## src/rtl/gpio_port_pkg.sv

```systemverilog
package gpio_port_pkg;
  typedef enum logic [1:0] {
    REG_PIN = 2'd0,
    REG_LAT = 2'd1,
    REG_DIR = 2'd2,
    REG_CTL = 2'd3
  } reg_addr_e;

  localparam int CTL_BUS_OFF_BIT = 0;
  localparam int CTL_SLAVE_BIT   = 1;
endpackage

```

## src/rtl/gpio_sync.sv

```systemverilog
module gpio_sync #(
  parameter int W = 8
) (
  input  logic         clk_i,
  input  logic         rst_ni,
  input  logic [W-1:0] d_i,
  output logic [W-1:0] q_o
);
  logic [W-1:0] s1_q, s2_q;

  always_ff @(posedge clk_i or negedge rst_ni) begin
    if (!rst_ni) begin
      s1_q <= '0;
      s2_q <= '0;
    end else begin
      s1_q <= d_i;
      s2_q <= s1_q;
    end
  end

  assign q_o = s2_q;

  // edges since reset, saturating; used only to bound the $past window
  logic [1:0] age_q;
  always_ff @(posedge clk_i or negedge rst_ni) begin
    if (!rst_ni)             age_q <= 2'd0;
    else if (age_q != 2'd2)  age_q <= age_q + 2'd1;
  end

  AST_SYNC_TWO_EDGES: assert property (@(posedge clk_i) disable iff (!rst_ni)
    (age_q == 2'd2) |-> (q_o == $past(d_i, 2)));
endmodule

```

## src/rtl/gpio_regs.sv

```systemverilog
module gpio_regs
  import gpio_port_pkg::*;
#(
  parameter int W = 8
) (
  input  logic         clk_i,
  input  logic         rst_ni,
  input  logic         we_i,
  input  logic [1:0]   addr_i,
  input  logic [W-1:0] wdata_i,
  input  logic [W-1:0] pin_sync_i,
  output logic [W-1:0] rdata_o,
  output logic [W-1:0] lat_o,
  output logic [W-1:0] dir_o,
  output logic         bus_off_o,
  output logic         slave_o
);
  logic [W-1:0] lat_q, dir_q;
  logic         bus_off_q, slave_q;
  logic         lat_we, dir_we, ctl_we;

  assign lat_we = we_i && (addr_i == REG_PIN || addr_i == REG_LAT);
  assign dir_we = we_i && (addr_i == REG_DIR);
  assign ctl_we = we_i && (addr_i == REG_CTL);

  always_ff @(posedge clk_i or negedge rst_ni) begin
    if (!rst_ni) begin
      lat_q     <= '0;
      dir_q     <= '1;
      bus_off_q <= 1'b1;
      slave_q   <= 1'b0;
    end else begin
      if (lat_we) lat_q <= wdata_i;
      if (dir_we) dir_q <= wdata_i;
      if (ctl_we) begin
        bus_off_q <= wdata_i[CTL_BUS_OFF_BIT];
        slave_q   <= wdata_i[CTL_SLAVE_BIT];
      end
    end
  end

  always_comb begin
    unique case (addr_i)
      REG_PIN: rdata_o = pin_sync_i;
      REG_LAT: rdata_o = lat_q;
      REG_DIR: rdata_o = dir_q;
      default: begin
        rdata_o = '0;
        rdata_o[CTL_BUS_OFF_BIT] = bus_off_q;
        rdata_o[CTL_SLAVE_BIT]   = slave_q;
      end
    endcase
  end

  assign lat_o     = lat_q;
  assign dir_o     = dir_q;
  assign bus_off_o = bus_off_q;
  assign slave_o   = slave_q;

  AST_LAT_LOAD: assert property (@(posedge clk_i) disable iff (!rst_ni)
    (we_i && (addr_i == REG_PIN || addr_i == REG_LAT)) |=> (lat_q == $past(wdata_i)));
  AST_LAT_HOLD: assert property (@(posedge clk_i) disable iff (!rst_ni)
    !(we_i && (addr_i == REG_PIN || addr_i == REG_LAT)) |=> $stable(lat_q));
  AST_DIR_HOLD: assert property (@(posedge clk_i) disable iff (!rst_ni)
    !(we_i && addr_i == REG_DIR) |=> $stable(dir_q));
endmodule

```

## src/rtl/gpio_pad_mux.sv

```systemverilog
module gpio_pad_mux #(
  parameter int W = 8
) (
  input  logic         bus_off_i,
  input  logic         slave_i,
  input  logic [W-1:0] lat_i,
  input  logic [W-1:0] dir_i,
  input  logic         ad_oe_i,
  input  logic [W-1:0] ad_out_i,
  input  logic         psp_oe_i,
  input  logic [W-1:0] psp_out_i,
  output logic [W-1:0] pad_out_o,
  output logic [W-1:0] pad_oe_o
);
  // bus mode wins over slave mode
  logic use_bus, use_slave;
  assign use_bus   = !bus_off_i;
  assign use_slave = bus_off_i && slave_i;

  for (genvar i = 0; i < W; i++) begin : g_pin
    always_comb begin
      if (use_bus) begin
        pad_oe_o[i]  = ad_oe_i;
        pad_out_o[i] = ad_out_i[i];
      end else if (use_slave) begin
        pad_oe_o[i]  = psp_oe_i;
        pad_out_o[i] = psp_out_i[i];
      end else begin
        pad_oe_o[i]  = !dir_i[i];
        pad_out_o[i] = lat_i[i];
      end
    end
  end

  always_comb begin
    AST_INPUT_TRISTATED: assert (!(bus_off_i && !slave_i) || ((pad_oe_o & dir_i) == '0));
    AST_BUS_OWNS: assert (bus_off_i || (pad_out_o == ad_out_i && pad_oe_o == {W{ad_oe_i}}));
  end
endmodule

```

## src/rtl/gpio_port.sv

```systemverilog
module gpio_port
  import gpio_port_pkg::*;
#(
  parameter int W = 8
) (
  input  logic         clk_i,
  input  logic         rst_ni,
  input  logic         we_i,
  input  logic [1:0]   addr_i,
  input  logic [W-1:0] wdata_i,
  output logic [W-1:0] rdata_o,
  input  logic [W-1:0] pad_in_i,
  output logic [W-1:0] pad_out_o,
  output logic [W-1:0] pad_oe_o,
  input  logic         ad_oe_i,
  input  logic [W-1:0] ad_out_i,
  input  logic         psp_oe_i,
  input  logic [W-1:0] psp_out_i,
  output logic [W-1:0] pin_sync_o
);
  logic [W-1:0] lat, dir, pin_sync;
  logic         bus_off, slave;

  gpio_sync #(.W(W)) u_sync (
    .clk_i (clk_i),
    .rst_ni(rst_ni),
    .d_i   (pad_in_i),
    .q_o   (pin_sync)
  );

  gpio_regs #(.W(W)) u_regs (
    .clk_i     (clk_i),
    .rst_ni    (rst_ni),
    .we_i      (we_i),
    .addr_i    (addr_i),
    .wdata_i   (wdata_i),
    .pin_sync_i(pin_sync),
    .rdata_o   (rdata_o),
    .lat_o     (lat),
    .dir_o     (dir),
    .bus_off_o (bus_off),
    .slave_o   (slave)
  );

  gpio_pad_mux #(.W(W)) u_mux (
    .bus_off_i(bus_off),
    .slave_i  (slave),
    .lat_i    (lat),
    .dir_i    (dir),
    .ad_oe_i  (ad_oe_i),
    .ad_out_i (ad_out_i),
    .psp_oe_i (psp_oe_i),
    .psp_out_i(psp_out_i),
    .pad_out_o(pad_out_o),
    .pad_oe_o (pad_oe_o)
  );

  assign pin_sync_o = pin_sync;

  AST_SLAVE_OWNS: assert property (@(posedge clk_i) disable iff (!rst_ni)
    (bus_off && slave) |-> (pad_out_o == psp_out_i && pad_oe_o == {W{psp_oe_i}}));
  AST_RESET_INPUTS: assert property (@(posedge clk_i)
    $rose(rst_ni) |-> (pad_oe_o == '0));
endmodule

```

## config.mk

```make
export PLATFORM = sky130hd
export DESIGN_NAME = gpio_port
export DESIGN_NICKNAME = d
export VERILOG_FILES = /design/src/rtl/gpio_port_pkg.sv /design/src/rtl/gpio_sync.sv /design/src/rtl/gpio_regs.sv /design/src/rtl/gpio_pad_mux.sv /design/src/rtl/gpio_port.sv
export SDC_FILE = /design/constraint.sdc
export NUM_CORES = 1
export LEC_CHECK = 0
export ABC_AREA = 1
export BUFFER_PORTS_ARGS = -buffer_cell sky130_fd_sc_hd__clkbuf_2
export CAP_MARGIN = 20
export CORE_MARGIN = 2
export CORE_UTILIZATION = 48
export CTS_BUF_LIST = sky130_fd_sc_hd__clkbuf_8
export CTS_CLUSTER_DIAMETER = 80
export DETAILED_ROUTE_END_ITERATION = 7
export GPL_TIMING_DRIVEN = 0
export PLACE_DENSITY = 0.85
export SLEW_MARGIN = 0
export SYNTH_ARGS = -nofsm -noshare
export SYNTH_HDL_FRONTEND = slang
export SYNTH_SLANG_ARGS = --single-unit
```

## constraint.sdc

```tcl
create_clock -name clk_i -period 1.5 [get_ports clk_i]
set_input_delay 0.225 -clock clk_i [delete_from_list [all_inputs] [get_ports clk_i]]
set_output_delay 0.225 -clock clk_i [all_outputs]
set_load 0.01 [all_outputs]
```

; ---- Word level (Yosys, flattened, before mapping)
; Index checks and enable logic that the tools add are counted.
[word_totals]
regBits = 34
output_inout_bits = 32
word_cells = 56
[classes]
eq_ne = 3
n_mux = 33
reduce_logical = 14
[ops]
columns = op, n
row1 = $mux W1, 32
row2 = $pmux W8 S3, 1
row3 = $logic_not A1 Y1, 8
row4 = $eq A2 B2 Y1 const B, 2
row5 = $logic_and A1 B1 Y1, 4
row6 = $eq A2 B1 Y1 const B, 1
row7 = $logic_not A2 Y1, 1
row8 = $logic_or A1 B1 Y1, 1

; ---- Depth between registers and ports, before layout
; Gate-level depths: netlist of run 1.
[logic_depth]
depth_word = 3
mapped_depth = 6

; ---- By module
; Synthesis of run 1 repeated with hierarchy kept, for this count alone.
[unflattened]
hier_cells = 198
area_unflattened_um2 = 1650.3
[modules_own_cells]
columns = module, instances, cells_each, area_per_inst_um2, seq_area_each_um2
row1 = gpio_regs, 1, 117, 887.1, 461.7
row2 = gpio_sync, 1, 16, 400.4, 400.4
row3 = gpio_pad_mux, 1, 65, 362.8, 0.0

; ---- Least setup slack after synthesis of run 1
; No wires, ideal clock.
[synth_timing]
kind = reg2out
start = register u_regs.bus_off_q (netlist: u_regs.bus_off_o)
end = output pad_out_o[6]
arrival_time_ns = 1.043
required_time_ns = 1.275
setup_slack_ns = 0.232
path_stages_with_launch = 6
path_buffers = 1
path_cell_list = dfstp_2 -> inv_2 -> nor2_4 -> buf_6 -> nand2_1 -> nand3_1
[synth_via]
elab_chain_cells = 3
[synth_lines]
columns = element, line_no
row1 = "start, declared", gpio_regs.sv:19  ; logic bus_off_q, slave_q;
row2 = "start signal, assigned", gpio_regs.sv:36  ; bus_off_q <= wdata_i[CTL_BUS_OFF_BIT];
row3 = $logic_and A1 B1 Y1, gpio_pad_mux.sv:18  ; assign use_slave = bus_off_i && slave_i;
row4 = $mux W1, gpio_pad_mux.sv:25  ; end else if (use_slave) begin
row5 = $mux W1 (*), gpio_pad_mux.sv:22  ; if (use_bus) begin
row6 = "end, declared", gpio_port.sv:13  ; output logic [W-1:0] pad_out_o,
; Mark *: on every way between the ends. The rest lies on a longest branch, timed or not.

; ---- Final worst setup path of run 1
[layout_timing]
start = register u_regs.bus_off_q (netlist: u_regs.bus_off_o)
end = output pad_oe_o[3]
[layout_via]
elab_chain_cells = 3
[layout_lines]
columns = element, line_no
row1 = $logic_and A1 B1 Y1, gpio_pad_mux.sv:18
row2 = $mux W1, gpio_pad_mux.sv:25
row3 = $mux W1 (*), gpio_pad_mux.sv:22
row4 = "end, declared", gpio_port.sv:14  ; output logic [W-1:0] pad_oe_o,
; Marked as above.

==> out/metrics.cfg, run 1 <==
[synth]
yosys.area.top_type=dfrtp_1
synth_nets=237
synthCells=198
synth-simple-area-share_pct=37.78
synth_fa_ha_area_share_pct=0
ys_seq_elements=34
ys_seq_area_share_pct=55.03
synth_top_family_by_area=simple AND/OR/NAND/NOR gates
synth_xor_area_share_pct=0
syn-cell-area_sq_um=1567
synth.area.mux_share_pct=0
yosysWarnings=0
synth-compound-area-share_pct=1.278
yosys-top-cells-area=dfrtp_1 40%, nand2_1 25%, dfstp_2 15%
netlist.area_leader.share_pct=39.94
postSynthAreaPerCell_sq_um=7.912
synthDistinctLibCells=15

[placed_design]
gp_congestion=0.9612
dp_slack_ps=38.74
place_hpwl_um=2732
port_buffers=68
dpl_cell_area_sq_um=1962

[clock_network]
clock_path_buffers=2
clkTransAtPathRegs_ps=60
cts_buffers=5
clk_latency_ps=280
cts_htree_levels=2
cts_root_buf=clkbuf_8
clock-sinks=34
cts_tree=built

[sta]
worst_pin_slew_ps=768.2
worst_slack_ps=-172.1
max_freq_mhz=598.1
period_minus_slack_ps=1672
post-route-period-util_pct=111.5
finClkSkew_ps=2.376
hold_violations=0
timing.slew.headroom_pct=48.78
slew_viol_final=0
rsz0062_at_grt=yes
finalSetupViolations=16

[detailed_routing]
antenna_left=0
routed_wl_um=3813
vias_per_cell=4.762
vias=1543
drt_iter0_drc=48
wl_per_cell_um=11.77
dr.pass1.iters=4
route.detailed.drc=0

[worst_setup_path]
cp-end-kind=primary output
cpMostUsedCell=nand2_1
cp.required_ps=1270
critPathMaxStageDelay_ps=560
arrival_ps=1450
path_cells=inv_4 > nor2_4 > buf_6 > nand2_1 > nand2_1 > buf_2
cp_top_family=flip-flops
worstReg2RegStart=u_regs.bus_off_o$_DFFE_PN1P_
crit_fanout=5
worstPathBufferInverterCount=3
rr_worst_depth=3
cp-start-kind=flip-flop
crit_type=flip-flop to primary output
cp_slowest_cell=dfstp_2
rrSetupSlack_ps=630
rr_endpoint=u_regs.bus_off_o$_DFFE_PN1P_

[global_routing]
grt_antenna_before_repair=0
grt_overflow=0
grt_usage_pct=22.69
grt_max_degree=35
grt_pass1_vias=1348
grt_pass1_wl_um=5961

[run]
drv_cap=0

[hold_path]
min_path_type=primary input to async pin

[floorplan]
num_rows=20
io_pins=71
initial_utilization_pct=50.89
fp.dieW_um=61.13
die-area_sq_um=3736
dieHeight_um=61.13
core_sq_um=3078

[finish]
final_nets=318
n_antenna_cell=0
fin_area_sq_um=2203
syn_to_final_growth_pct=40.65
drive_gt1_share_pct=42.86

[status]
status=finished, violations left
violations=setup timing

[pwr]
peakVddDrop_uv=1043
powerDensity_nw_per_um2=1113
p_leak_nw=1.246

-- worst register-to-register path, stage by stage (launching register included) --
cell and delay (ps):
dfstp_2 560, buf_4 120, nand2_1 50, o21ai_0 70
-- cells in the mapped netlist --
library cell,number
nand2_1,104
nand3_1,27
dfrtp_1,25
inv_1,11
dfstp_2,9
inv_2,5
o21ai_0,4
nor2_2,3
buf_4,2
nand2_2,2
nand4_1,2
buf_6,1
inv_4,1
nand2_4,1
nor2_4,1
-- power by group --
part	leakage [nW]	total, W	internal, W	switching, W
clock network	0.0524	0.000660	0.000363	0.000297
logic	0.802	0.000674	0.000302	0.000372
registers	0.392	0.00112	0.00104	0.0000790
-- flip-flops by register name (all words and copies together), names as in the netlist --
signal            cells
u_sync.s1_q           8
u_sync.q_o            8
u_regs.bus_off_o      1
u_regs.dir_o          8
u_regs.slave_o        1
u_regs.lat_o          8
-- logic make-up after synthesis --
kind of cell / after synthesis
DFF: 34
and+or+nand+nor: 140
buffers and inverters: 20
AOI/OAI and AO/OA: 4
-- metrics by stage --
stage               utilization [%]  std cells  power [W]  TNS [ps]  hold WS (ps)
finish                        71.59        324   0.002451     -2458         10.98
floorplan                         -        198   0.001433         0        -70.59
global route                  71.59        324   0.002614     -4042         28.85
global placement              63.74        310   0.001670         0         332.6
detailed placement            63.74        310   0.001683         0         333.0
CTS                           69.67        323   0.002419     -2932         29.18
-- layout by cell type (no fill, tap or decap), types with 3 or more instances in the layout --
cell type / count
buf_2: 12
buf_4: 5
buf_6: 9
clkbuf_2: 51
clkbuf_8: 6
dfrtp_1: 25
dfstp_2: 9
inv_1: 12
inv_2: 4
nand2_1: 96
nand2_2: 8
nand2_4: 3
nand3_1: 21
nand3_2: 6
nor2_2: 3
o21ai_0: 4
-- timing repair --
| action | 4_1_cts | 5_1_grt |
|---|---|---|
| gates cloned | 1 | 0 |
| buffers inserted | 5 | 1 |
| endpoints found under the setup margin | 16 | 17 |
| resized for setup | 17 | 26 |
| hold buffers | 0 | 0 |
| pin swaps | 2 | 2 |
-- per-layer routing --
| metal | GRT usage (%) | vias to the layer above | part of all wire [%] |
|---|---|---|---|
| li1 | - | 781 | - |
| met1 | 27.75 | 692 | 41 |
| met2 | 37.54 | 62 | 50 |
| met3 | 7.143 | 8 | 7.3 |
| met4 | 9.006 | 0 | 1.6 |
| met5 | 0 | - | 0 |
-- how the worst max path moves through the flow --
stage | from | to | slack [ps] | cells past startpoint
final | u_regs.bus_off_o$_DFFE_PN1P_ | pad_oe_o[3] | -170 | 6
after global routing | u_regs.bus_off_o$_DFFE_PN1P_ | pad_oe_o[7] | -280 | 6
after CTS | u_regs.bus_off_o$_DFFE_PN1P_ | pad_oe_o[2] | -210 | 6
after detailed placement | u_regs.bus_off_o$_DFFE_PN1P_ | pad_oe_o[2] | 40 | 6
after global placement | u_regs.bus_off_o$_DFFE_PN1P_ | pad_oe_o[3] | 40 | 6
after floorplan | u_regs.bus_off_o$_DFFE_PN1P_ | pad_out_o[6] | 230 | 5
-- final cells by class --
class                   instances  area [sq um]
inverters                      17         68.82
clock inverters                 2         8.758
repair buffers                 74         427.9
plain buffers                   3         26.28
fillers                       248         874.6
multi-input cells             144         671.9
well taps                      44         55.05
flip-flops and latches         34         862.1
clock buffers                   6         82.58
(Power assumes the default switching activity.)
==> run 2, diff against run 1 <==
CORE_UTILIZATION = 49   (was 48)
PLACE_DENSITY = 0.86   (was 0.85)
SYNTH_HIERARCHICAL = 1   (was unset)
==> run 2 against run 1 <==
Against the previous run:
- the run still ends with setup timing left
- cell count increased by 0.62%
- utilization increased by 3.2 points
- clock-buffer cell count unchanged
- clock skew decreased by 2.2 ps
- global-route usage decreased by 2.0 points
- critical endpoint is now pad_oe_o[5]
- largest cell class unchanged
- highest routed layer unchanged
==> out/metrics.cfg, run 2 <==
[finish]
seq_area_sq_um=862.1  ; unchanged
mostFrequentLayoutCells=68 x nand2_1, 53 x clkbuf_2, 31 x nand3_1, 28 x nand3_2, 25 x dfrtp_1
nFillCells=218  ; -12%
final_common_cell=nand2_1
drive_gt1_share_pct=48.93  ; +6.1 points
multi_input_area_sq_um=795.8  ; +18%
fin_area_sq_um=2456  ; +11%
stdcell_count=326  ; +0.62%
n_antenna_cell=0  ; unchanged
final_nets=318  ; unchanged
final_util_pct=74.78  ; +3.2 points
syn_to_final_growth_pct=48.83

[pwr]
peakVddDrop_uv=740.7  ; -29%
p_leak_nw=1.288  ; +3.4%
power_w=0.002717  ; +11%
powerDensity_nw_per_um2=1106  ; -0.56%

[worst_setup_path]
cp_slowest_cell=dfstp_2
critPathMaxStageDelay_ps=560  ; about the same
path_cells=buf_12 > buf_8 > nand3_2 > nand3_1 > buf_2
arrival_ps=1450  ; about the same
cp-start-kind=flip-flop
cp-end-kind=primary output
cp.required_ps=1270  ; about the same
crit_type=flip-flop to primary output
crit_fanout=8  ; +3

[hold_path]
min_path_type=primary input to async pin

[status]
violations=setup timing
status=finished, violations left

[placed_design]
gp_congestion=0.8312  ; -14%
dp.cells=312  ; +0.65%
place_hpwl_um=2863  ; +4.8%
port_buffers=68  ; unchanged
dpl_cell_area_sq_um=2048  ; +4.4%

[detailed_routing]
wl_per_cell_um=14.84  ; +26%
routed_wl_um=4839  ; +27%
route.detailed.drc=0  ; unchanged
dr.pass1.iters=5  ; +1
vias_per_cell=5.193  ; +9.0%
vias=1693  ; +9.7%
drt_iter0_drc=137  ; +190%
antenna_left=0  ; unchanged

[sta]
finalSetupViolations=17  ; +1
timing.slew.headroom_pct=46.66  ; -2.1 points
rsz0062_at_grt=yes
hold_violations=0  ; unchanged
hold_ws_ps=21.93  ; +10.95 ps
period_minus_slack_ps=1679  ; +6.830 ps
slew_viol_final=0  ; unchanged
post-route-period-util_pct=111.9  ; +0.46 points
worst_slack_ps=-178.9  ; -6.830 ps
worst_pin_slew_ps=800.2  ; +31.92 ps
finClkSkew_ps=0.1960  ; -2.180 ps
max_freq_mhz=595.6  ; -0.41%

[synth]
ys.flop_type=dfrtp_1
synth.most_common_cell=nand2_1
yosysWarnings=6  ; +6
yosys.area.top_type=dfrtp_1
ys_seq_area_share_pct=52.24  ; -2.8 points
ys_top_cells_by_count=68 x nand2_1, 56 x nand3_1, 25 x dfrtp_1, 11 x inv_1, 9 x dfstp_2
netlist.area_leader.share_pct=37.91  ; -2.0 points
yosys-top-cells-area=dfrtp_1 38%, nand3_1 17%, nand2_1 15%
synthDistinctLibCells=17  ; +2
synth-async-reset-ratio_pct=100.0  ; unchanged
postSynthAreaPerCell_sq_um=8.335  ; +5.4%
syn-cell-area_sq_um=1650  ; +5.4%
synth_nets=237  ; unchanged
ys_seq_elements=34  ; unchanged
synthCells=198  ; unchanged
synth_edf_count=0  ; unchanged

[global_routing]
grt_pass1_wl_um=5671  ; -4.9%
grt_max_degree=35  ; unchanged
grt_pass1_vias=1340  ; -0.59%
grt_antenna_before_repair=0  ; unchanged
grt_overflow=0  ; unchanged
grt_usage_pct=20.71  ; -2.0 points

[clock_network]
clkTransAtPathRegs_ps=70  ; about the same
clk_latency_ps=280  ; about the same
cts_htree_levels=2  ; unchanged
cts_root_buf=clkbuf_8
cts_tree=built
clock_path_buffers=2  ; unchanged
clock-sinks=34  ; unchanged
cts_buffers=5  ; unchanged
hold_buffers=0  ; unchanged

[floorplan]
core_sq_um=3284  ; +6.7%
io_pins=71  ; unchanged
fp.dieW_um=62.04  ; +1.5%
dieHeight_um=62.04  ; +1.5%
die-area_sq_um=3848  ; +3.0%
initial_utilization_pct=50.25  ; -0.65 points
num_rows=21  ; +5.0%

[run]
drv_cap=0  ; unchanged

-- run 2: changes by cell type in the layout (fill, tap and decap cells not counted), sizes merged --
cell,before,now
nand2,107,72
nand3,27,60
clkbuf,57,61
inv,18,17
nor2,4,3
-- run 2: layer usage --
layer	global-route usage (%)	vias to the layer above	part of all wire, %
li1	-	815	-
met4	9.119	0	1.2
met1	23.39	772	37
met2	34.52	100	52
met5	0	-	0
met3	8.282	6	8.9
-- run 2: worst paths after layout --
kind                                         startpoint                            to  slack, ps  depth (start not counted)
max                        u_regs/bus_off_o$_DFFE_PN1P_                   pad_oe_o[5]       -180                          5
min                                              rst_ni   u_regs/lat_o[4]$_DFFE_PN0P_         20                          1
max reg2reg                u_regs/bus_off_o$_DFFE_PN1P_  u_regs/bus_off_o$_DFFE_PN1P_        630                          3
min reg2reg                    u_sync/s1_q[1]$_DFF_PN0_       u_sync/q_o[1]$_DFF_PN0_        350                          0
max in group asynchronous                        rst_ni       u_sync/q_o[7]$_DFF_PN0_        970                          1
min in group clk_i                          pad_in_i[5]      u_sync/s1_q[5]$_DFF_PN0_         50                          1
-- run 2: area by class of cell --
| cell class | count | share of cell area (%) |
|---|---|---|
| buffer | 7 | 3.719 |
| clock buffer | 6 | 3.362 |
| clock inverter | 2 | 0.3566 |
| inverter | 16 | 2.751 |
| multi-input combinational | 141 | 32.40 |
| sequential | 34 | 35.10 |
| tap | 46 | 2.343 |
| timing repair buffer | 74 | 19.97 |
-- run 2: critical path: cells and delay by family (launching register included) --
| kind | cells | cell delay (ps) |
|---|---|---|
| simple gates | 2 | 180 |
| flops | 1 | 560 |
| buf+inv | 3 | 420 |
-- run 2: report_power, final --
group | internal [W] | switching [W] | total (W)
Clock | 0.000363 | 0.000308 | 0.000671
Sequential | 0.00104 | 0.0000779 | 0.00112
Combinational | 0.000434 | 0.000496 | 0.000930
Total | 0.00184 | 0.000881 | 0.00272
-- run 2: timing repair --
| action | CTS | global route |
|---|---|---|
| setup endpoints to repair | 16 | 17 |
| buffers inserted | 3 | 1 |
| gates cloned | 0 | 2 |
| gates resized for setup | 2 | 58 |
| pin swaps | 0 | 14 |
-- run 2: cells by family after synthesis --
| kind of cell | Yosys count | share of synthesized area [%] |
|---|---|---|
| flops | 34 | 52.24 |
| simple gates | 137 | 38.13 |
| buf+inv | 23 | 8.415 |
| compound gates | 4 | 1.213 |
-- run 2: through the flow --
stage | setup slack, ps | TNS, ps
after floorplan | 279.6 | 0
after global placement | 103.5 | 0
after detailed placement | 95.86 | 0
after CTS | -135.5 | -1867
after global routing | -217.2 | -2780
final | -178.9 | -2029
